### src/rtl/fe_pkg.sv
package fe_pkg;
  localparam logic [7:0] CMD_PAGE_KEY = 8'h55;
  localparam logic [7:0] CMD_MASS_KEY = 8'hAA;

  typedef enum logic { MODE_PAGE = 1'b0, MODE_MASS = 1'b1 } erase_mode_e;

  function automatic logic is_page_key(input logic [7:0] b);
    return b == CMD_PAGE_KEY;
  endfunction

  function automatic logic is_mass_key(input logic [7:0] b);
    return b == CMD_MASS_KEY;
  endfunction

  function automatic logic [7:0] page_readback(input logic [6:0] pg);
    return {1'b0, pg};
  endfunction
endpackage

### src/rtl/fe_unlock_regs.sv
module fe_unlock_regs #(
  parameter int PW = 7
) (
  input  logic          clk,
  input  logic          rst_n,
  input  logic          wr_page,
  input  logic [PW-1:0] wr_page_val,
  input  logic          wr_meen,
  input  logic          use_page,
  input  logic          use_mass,
  input  logic          disarm_all,
  output logic [PW-1:0] page_q,
  output logic          page_armed,
  output logic          mass_armed
);
  always_ff @(posedge clk or negedge rst_n) begin
    if (!rst_n) begin
      page_q     <= '0;
      page_armed <= 1'b0;
      mass_armed <= 1'b0;
    end else begin
      if (wr_page) begin
        page_q     <= wr_page_val;
        page_armed <= 1'b1;
      end else if (use_page || disarm_all) begin
        page_armed <= 1'b0;
      end
      if (wr_meen)
        mass_armed <= 1'b1;
      else if (use_mass || disarm_all)
        mass_armed <= 1'b0;
    end
  end

  AST_PAGE_ARM_USED: assert property (@(posedge clk) disable iff (!rst_n)
    use_page && !wr_page |=> !page_armed);
  AST_MASS_ARM_USED: assert property (@(posedge clk) disable iff (!rst_n)
    use_mass && !wr_meen |=> !mass_armed);
endmodule

### src/rtl/fe_cmd_decode.sv
module fe_cmd_decode (
  input  logic       cmd_wr,
  input  logic [7:0] cmd_byte,
  input  logic       page_armed,
  input  logic       mass_armed,
  input  logic       dbg_en,
  input  logic       busy,
  output logic       go_page,
  output logic       go_mass,
  output logic       disarm_all
);
  import fe_pkg::*;
  logic live;

  always_comb begin
    live       = cmd_wr && !busy;
    go_page    = live && is_page_key(cmd_byte) && page_armed;
    go_mass    = live && is_mass_key(cmd_byte) && mass_armed && dbg_en;
    disarm_all = live && !go_page && !go_mass;
  end

  always_comb begin
    AST_GO_EXCLUSIVE: assert (!(go_page && go_mass));
  end
endmodule

### src/rtl/fe_issue.sv
module fe_issue #(
  parameter int PW = 7
) (
  input  logic          clk,
  input  logic          rst_n,
  input  logic          go_page,
  input  logic          go_mass,
  input  logic [PW-1:0] page_q,
  input  logic          dbg_en,
  input  logic          done,
  output logic          req,
  output logic          mass,
  output logic [PW-1:0] page,
  output logic          busy
);
  import fe_pkg::*;
  erase_mode_e mode_q;

  always_ff @(posedge clk or negedge rst_n) begin
    if (!rst_n) begin
      req    <= 1'b0;
      busy   <= 1'b0;
      mode_q <= MODE_PAGE;
      page   <= '0;
    end else begin
      req <= 1'b0;
      if (busy) begin
        if (done) busy <= 1'b0;
      end else if (go_page || go_mass) begin
        req    <= 1'b1;
        busy   <= 1'b1;
        mode_q <= go_mass ? MODE_MASS : MODE_PAGE;
        page   <= page_q;
      end
    end
  end

  assign mass = (mode_q == MODE_MASS);

  AST_REQ_ONE_CYCLE: assert property (@(posedge clk) disable iff (!rst_n)
    req |=> !req);
  AST_REQ_FROM_IDLE: assert property (@(posedge clk) disable iff (!rst_n)
    $rose(busy) |-> req);
  AST_MASS_NEEDS_DBG: assert property (@(posedge clk) disable iff (!rst_n)
    req && mass |-> $past(dbg_en));
  AST_BUSY_HOLD: assert property (@(posedge clk) disable iff (!rst_n)
    busy && !done |=> busy);
  AST_FIELDS_STABLE: assert property (@(posedge clk) disable iff (!rst_n)
    busy && !req |-> $stable(page) && $stable(mass));
endmodule

### src/rtl/flash_erase_seq.sv
module flash_erase_seq #(
  parameter int          AW        = 8,
  parameter int          PW        = 7,
  parameter logic [7:0]  ADDR_CMD  = 8'h94,
  parameter logic [7:0]  ADDR_PAGE = 8'hB7,
  parameter logic [7:0]  ADDR_MEEN = 8'hB2
) (
  input  logic          clk,
  input  logic          rst_n,
  input  logic [AW-1:0] sfr_addr,
  input  logic [7:0]    sfr_wdata,
  input  logic          sfr_we,
  output logic [7:0]    sfr_rdata,
  input  logic          dbg_en,
  output logic          erase_req,
  output logic          erase_mass,
  output logic [PW-1:0] erase_page,
  input  logic          erase_done,
  output logic          busy
);
  import fe_pkg::*;

  logic          hit_cmd, hit_page, hit_meen;
  logic          wr_cmd, wr_page, wr_meen;
  logic [PW-1:0] page_q;
  logic          page_armed, mass_armed;
  logic          go_page, go_mass, disarm_all;

  assign hit_cmd  = (sfr_addr == AW'(ADDR_CMD));
  assign hit_page = (sfr_addr == AW'(ADDR_PAGE));
  assign hit_meen = (sfr_addr == AW'(ADDR_MEEN));
  assign wr_cmd   = sfr_we && hit_cmd;
  assign wr_page  = sfr_we && hit_page;
  assign wr_meen  = sfr_we && hit_meen;

  fe_unlock_regs #(.PW(PW)) u_regs (
    .clk(clk), .rst_n(rst_n),
    .wr_page(wr_page), .wr_page_val(sfr_wdata[PW-1:0]), .wr_meen(wr_meen),
    .use_page(go_page), .use_mass(go_mass), .disarm_all(disarm_all),
    .page_q(page_q), .page_armed(page_armed), .mass_armed(mass_armed)
  );

  fe_cmd_decode u_dec (
    .cmd_wr(wr_cmd), .cmd_byte(sfr_wdata),
    .page_armed(page_armed), .mass_armed(mass_armed),
    .dbg_en(dbg_en), .busy(busy),
    .go_page(go_page), .go_mass(go_mass), .disarm_all(disarm_all)
  );

  fe_issue #(.PW(PW)) u_iss (
    .clk(clk), .rst_n(rst_n),
    .go_page(go_page), .go_mass(go_mass), .page_q(page_q),
    .dbg_en(dbg_en), .done(erase_done),
    .req(erase_req), .mass(erase_mass), .page(erase_page), .busy(busy)
  );

  always_comb begin
    if (hit_page) sfr_rdata = page_readback(page_q);
    else          sfr_rdata = 8'h00;
  end

  AST_RDATA_MSB_ZERO: assert property (@(posedge clk) disable iff (!rst_n)
    !sfr_rdata[7]);
  AST_NO_REQ_WHILE_BUSY: assert property (@(posedge clk) disable iff (!rst_n)
    busy && wr_cmd |=> !erase_req);
endmodule

### config.mk
export PLATFORM = sky130hd
export DESIGN_NAME = flash_erase_seq
export DESIGN_NICKNAME = d
export VERILOG_FILES = /design/src/rtl/fe_pkg.sv /design/src/rtl/fe_unlock_regs.sv /design/src/rtl/fe_cmd_decode.sv /design/src/rtl/fe_issue.sv /design/src/rtl/flash_erase_seq.sv
export SDC_FILE = /design/constraint.sdc
export NUM_CORES = 1
export LEC_CHECK = 0
export ABC_AREA = 1
export BUFFER_PORTS_ARGS = -buffer_cell sky130_fd_sc_hd__buf_2
export CORE_MARGIN = 2
export CORE_UTILIZATION = 30
export CTS_BUF_LIST = sky130_fd_sc_hd__clkbuf_8
export DETAILED_ROUTE_END_ITERATION = 6
export HOLD_SLACK_MARGIN = 0.05
export PLACE_DENSITY = 0.59
export SYNTH_ARGS = -nofsm -noshare
export SYNTH_HDL_FRONTEND = slang
export SYNTH_SLANG_ARGS = --single-unit
### constraint.sdc
create_clock -name clk -period 1.5 [get_ports clk]
set_input_delay 0 -clock clk [delete_from_list [all_inputs] [get_ports clk]]
set_output_delay 0 -clock clk [all_outputs]
set_load 0.005 [all_outputs]
==> Yosys cells after proc, flatten, opt, wreduce, memory -nomap -nowiden <==
Index checks and enable logic that the tools add are counted.
{ "word_totals": {"out_inout_bits": 18, "elab_cells": 43, "input_bits": 21, "ff_bits": 19} }
{ "classes": {"eq_ne": 5, "n_mux": 10, "bitwise": 1, "reduce_logical": 20} }
{ "op_table": {"columns": ["operator", "count"], "rows": [
  ["8-bit == test (second input constant)", 4],
  ["1-bit logical AND", 11],
  ["1-bit 2-to-1 mux", 9],
  ["8-bit by 7-bit == test with 1-bit output (second input constant)", 1],
  ["7-bit 2-to-1 mux", 1],
  ["2-bit nonzero test", 2],
  ["1-bit zero test", 3],
  ["1-bit logical OR", 3],
  ["2-bit AND reduction", 1],
  ["1-bit inverter", 1]
]} }

==> Depth between registers and ports, before layout <==
{ "depth": {"depth_word": 11, "mapped_depth": 8, "ltp_nobuf": 8} }

==> By module <==
A second synthesis with hierarchy kept.
{ "hier_totals": {"hier_cells": 153, "area_unflattened_um2": 1054.8} }
{ "by_module_without_submodules": {"columns": ["mod", "n_inst", "area_each_um2", "seq_area_each_um2", "cells_per_inst"], "rows": [
  ["fe_issue", 1, 391.6, 250.2, 41],
  ["fe_unlock_regs", 1, 345.3, 225.2, 39],
  ["flash_erase_seq", 1, 168.9, 0.0, 41],
  ["fe_cmd_decode", 1, 148.9, 0.0, 32]
]} }

==> Worst setup path after synthesis <==
No wires, ideal clock.
{ "synth_timing": {"kind": "register to register", "startpoint": "reg u_iss.busy", "endpoint": "reg u_regs.mass_armed", "t_arrival_ns": 1.011, "n_path_buf": 1, "path_stages_with_launch": 8, "setup_slack_ns": 0.369, "setup_time_ns": 0.120, "t_required_ns": 1.380, "path_cell_list": "dfrtp_1 -> nor2_1 -> nand3_1 -> nor2_2 -> buf_6 -> nand2_2 -> nand3_2 -> nand2_1"} }
{ "synth_via": {"elab_chain_len": 9, "elab_cells_between_ends": 13, "cone_classes": "reduce/logical: 13"} }
{ "synth_rtl": {"columns": ["element", "line_no", "rtl"], "rows": [
  ["start, declared", "fe_issue.sv:14", "output logic busy"],
  ["start signal, assigned", "fe_issue.sv:22", "busy <= 1'b0;"],
  ["start signal, assigned", "fe_issue.sv:28", "if (done) busy <= 1'b0;"],
  ["start signal, assigned", "fe_issue.sv:31", "busy <= 1'b1;"],
  ["1-bit zero test (*)", "fe_cmd_decode.sv:16", "live = cmd_wr && !busy;"],
  ["1-bit logical AND (*)", "fe_cmd_decode.sv:16", null],
  ["1-bit logical AND, on equally long branches (2 in a row)", "fe_cmd_decode.sv:17, fe_cmd_decode.sv:18", null],
  ["1-bit zero test / 1-bit logical AND (equally long branches)", "fe_cmd_decode.sv:19, fe_cmd_decode.sv:18", null],
  ["1-bit logical AND / 1-bit zero test (equally long branches)", "fe_cmd_decode.sv:19", "disarm_all = live && !go_page && !go_mass;"],
  ["1-bit logical AND", "fe_cmd_decode.sv:19", null],
  ["1-bit logical OR (*)", "fe_unlock_regs.sv:30", "else if (use_mass || disarm_all)"],
  ["2-bit nonzero test (no source line) (*)", null, null],
  ["end signal, assigned", "fe_unlock_regs.sv:20", "mass_armed <= 1'b0;"],
  ["end signal, assigned", "fe_unlock_regs.sv:29", "mass_armed <= 1'b1;"],
  ["end signal, assigned", "fe_unlock_regs.sv:31", "mass_armed <= 1'b0;"],
  ["end, declared", "fe_unlock_regs.sv:14", "output logic mass_armed"]
]} }
Mark *: on every way between the ends. The rest lies on a longest branch, timed or not.
A chain may end at the register's enable or synchronous reset.

==> Final worst setup path <==
{ "layout_timing": {"startpoint": "in sfr_wdata[1]", "endpoint": "reg u_iss.page[3]"} }
{ "layout_via": {"elab_chain_len": 6, "elab_cells_between_ends": 9, "cone_classes": "eq/ne: 2; reduce/logical: 7"} }
{ "layout_rtl": {"columns": ["element", "line_no", "rtl"], "rows": [
  ["start, declared", "flash_erase_seq.sv:11", "input logic [7:0] sfr_wdata,"],
  ["8-bit == test", "fe_pkg.sv:12", "return b == CMD_MASS_KEY;"],
  ["1-bit logical AND (3 in a row)", "fe_cmd_decode.sv:18", "go_mass = live && is_mass_key(cmd_byte) && mass_armed && dbg_en;"],
  ["1-bit logical OR (*)", "fe_issue.sv:29", "end else if (go_page || go_mass) begin"],
  ["2-bit AND reduction (no source line) (*)", null, null],
  ["end signal, assigned", "fe_issue.sv:33", "page <= page_q;"],
  ["end, declared", "fe_issue.sv:13", "output logic [PW-1:0] page,"]
]} }
Marked as above.

==> flow_metrics.env <==
export IMPL_slowest_delay_ns=0.55
export IMPL_critPathSlowestCell="dlygate4sd3_1"
export IMPL_synthArstFlopShare_pct=100
export IMPL_die_area_sq_um=3810
export IMPL_fin_setup_tns_ns=0
export IMPL_setup_viol=0
export IMPL_p_int_mw=0.762
export IMPL_final_layout_size_suffix_gt1_share_pct=35.1
export IMPL_p_comb_share_pct=11.0
export IMPL_drt_pass1_iter_count=4
export IMPL_clk_path_buf_depth=2
export IMPL_die_x_um=61.7
export IMPL_yosysMostFrequentCell="nand2_1"
export IMPL_place_gp_congestion=0.797
export IMPL_clk_latency_ns=0.25
export IMPL_grt_pass1_vias=950
export IMPL_hold_buffers=9
export IMPL_p_clk_share_pct=35.5
export IMPL_crit_chain="dlygate4sd3_1 -> buf_2 -> inv_2 -> nand2_1 -> nor2_1 -> nand3_1 -> nand2_4 -> nand2_4 -> nand2_1 -> nand2_1"
export IMPL_place_ws_ns=0.220
export IMPL_final_area_sq_um=1350
export IMPL_synthTopCellsByArea="dfrtp_1 48%, nand2_1 13%, nor2_1 7.9%, inv_1 5.6%, nand3_1 5.0%"
export IMPL_synth_top_cell_area_share_pct=47.6
export IMPL_ys_seq_area_share_pct=47.6
export IMPL_synth_cells=126
export IMPL_antenna_found_initial=0
export IMPL_area_growth_synth_to_final_pct=35.4
export IMPL_cts_setup_buffers=0
export IMPL_via_count=922
export IMPL_netlist_area_sq_um=1000
export IMPL_cp_data_required_time_ns=1.65
export IMPL_post_drt_wl_per_cell_um=10.1
export IMPL_post_route_util_pct=43.6
export IMPL_hold_viol_final=0
export IMPL_syn_nets=147
export IMPL_port_buffers=37
export IMPL_period_minus_slack_ns=1.31
export IMPL_p_switching_mw=0.236
export IMPL_p_sw_share_pct=23.7
export IMPL_synth_avg_cell_area_sq_um=7.93
export IMPL_placed_area_sq_um=1220
export IMPL_timing_final_ws_setup_ns=0.193
export IMPL_synth_distinct_cells=18
export IMPL_skew_ns=0.000860
export IMPL_cts_tree="yes"
export IMPL_hold_ws_ns=0.0828
export IMPL_die_y_um=61.7
export IMPL_p_leak_nw=0.777
export IMPL_grt_pass1_wl_mm=4.00
export IMPL_drc=0
export IMPL_outcome="finished, final reports clean"
export IMPL_slew_viol_final=0
export IMPL_fill_cells=357
export IMPL_cts_htree_levels=1
export IMPL_yosys_warnings=0
export IMPL_hp_class="primary input to flop"
export IMPL_cp_end_kind="flop"
export IMPL_clk_pin_slew_ns=0.07
export IMPL_drv_cap=0
export IMPL_placementRows=20
export IMPL_placed_cells=205
export IMPL_crit_top_cell="nand2_1"
export IMPL_postCtsResizedCells=0
export IMPL_vdd_drop_max_v=0.000283
export IMPL_initial_core_util_pct=32.2
export IMPL_arrival_ns=1.45
export IMPL_cts_made_buffers=3
export IMPL_setup_worst_path_class="primary input to flop"
export IMPL_p_total_mw=0.998
export IMPL_synthTopCellsByCount="35 x nand2_1, 21 x nor2_1, 19 x dfrtp_1, 15 x inv_1, 10 x nand3_1"
export IMPL_drt_total_wl_mm=2.21
export IMPL_io_pins=39
export IMPL_grt_max_degree=20
export IMPL_final_cells=218
export IMPL_fmax_mhz=765
export IMPL_dr_first_iter_drc_count=29
export IMPL_ys_ff_latch=19
export IMPL_clock_sinks=19
export IMPL_num_antenna_cells=0
export IMPL_grt_ovfl_total=0
export IMPL_ant_nets=0
export IMPL_grt_total_usage_pct=14.1
export IMPL_core_area_sq_um=3100
export IMPL_cp_start_kind="primary input"
export IMPL_root_buffer="clkbuf_8"
export IMPL_power_sequential_fraction_pct=53.5
export IMPL_synth_edff_count=0
export IMPL_yosys_area_top_type="dfrtp_1"
export IMPL_hpwl_mm=1.72
export IMPL_crit_fanout=10
export IMPL_cellPowerDensity_nw_per_um2=737
export IMPL_min_period_over_period_pct=87.1
export IMPL_nets=196
export IMPL_rsz0062_at_grt="false"
export IMPL_via_per_inst=4.23
export IMPL_synth_flop_cell="dfrtp_1"
## flip-flops by register name, indices dropped and copies added (netlist names)
signal and flops:
u_iss.page 7, u_regs.page_q 7, u_iss.busy 1, u_iss.mass 1
u_iss.req 1, u_regs.mass_armed 1, u_regs.page_armed 1
## critical path: cells and delay by family
family	cells	cell delay, ns
AND/OR/NAND/NOR	7	0.70
buffers and inverters	3	0.75
## area by class of cell
type / count / area [sq um] / share of cell area [%]
Inverter: 17 / 63.8 / 4.71
Multi-Input combinational cell: 87 / 430 / 31.8
Timing Repair Buffer: 47 / 283 / 20.9
Tap cell: 44 / 55.1 / 4.07
Clock buffer: 3 / 41.3 / 3.05
Clock inverter: 1 / 5.00 / 0.370
Sequential cell: 19 / 475 / 35.1
## kinds of logic after synthesis
| logic type | synth area share (%) |
|---|---|
| and+or+nand+nor | 36.0 |
| buffers and inverters | 9.39 |
| DFF | 47.6 |
| AOI/OAI and AO/OA | 6.63 |
| other | 0.375 |
## metal layers
metal | vias to the layer above | track usage, % | part of all wire [%]
met5 | - | 0 | 0
met4 | 0 | 5.78 | 1.0
met3 | 4 | 3.31 | 5.5
met2 | 23 | 23.3 | 45
met1 | 413 | 17.8 | 48
li1 | 482 | - | -
## path summary, 6_finish.rpt
path,from,to,slack (ns),cells after the start
worst min-delay path,sfr_addr[2],u_regs.mass_armed,0.08,4
min in group asynchronous,rst_n,u_iss.page[1],0.21,2
worst max register to register,u_iss.busy,u_iss.page[6],0.20,6
worst min register to register,u_iss.page[1],u_iss.page[1],0.47,2
worst max-delay path,sfr_wdata[1],u_iss.page[3],0.19,10
max in group asynchronous,rst_n,u_regs.page_q[3],0.98,2
## cells in the final DEF (no fill, tap or decap)
cell type / instances
dfrtp_1: 19
nand4_1: 2
dlygate4sd3_1: 9
nand2_1: 35
o21ai_2: 4
clkbuf_8: 3
nor2_2: 3
a21oi_2: 3
nand2_2: 1
o21ai_1: 1
inv_2: 2
nor3_2: 1
nand2_4: 2
nand3_1: 10
conb_1: 1
inv_1: 15
buf_2: 37
buf_4: 1
clkinv_2: 1
nand3_2: 3
nor2_1: 21
## power by group through the flow
stage	Sequential [mW]	Clock, mW	Combinational [mW]
CTS	0.534	0.367	0.110
detailed placement	0.544	0	0.0926
floorplan	0.542	0	0.0439
global placement	0.544	0	0.0905
finish	0.534	0.354	0.109
global route	0.537	0.390	0.126
(Power assumes the default switching activity.)
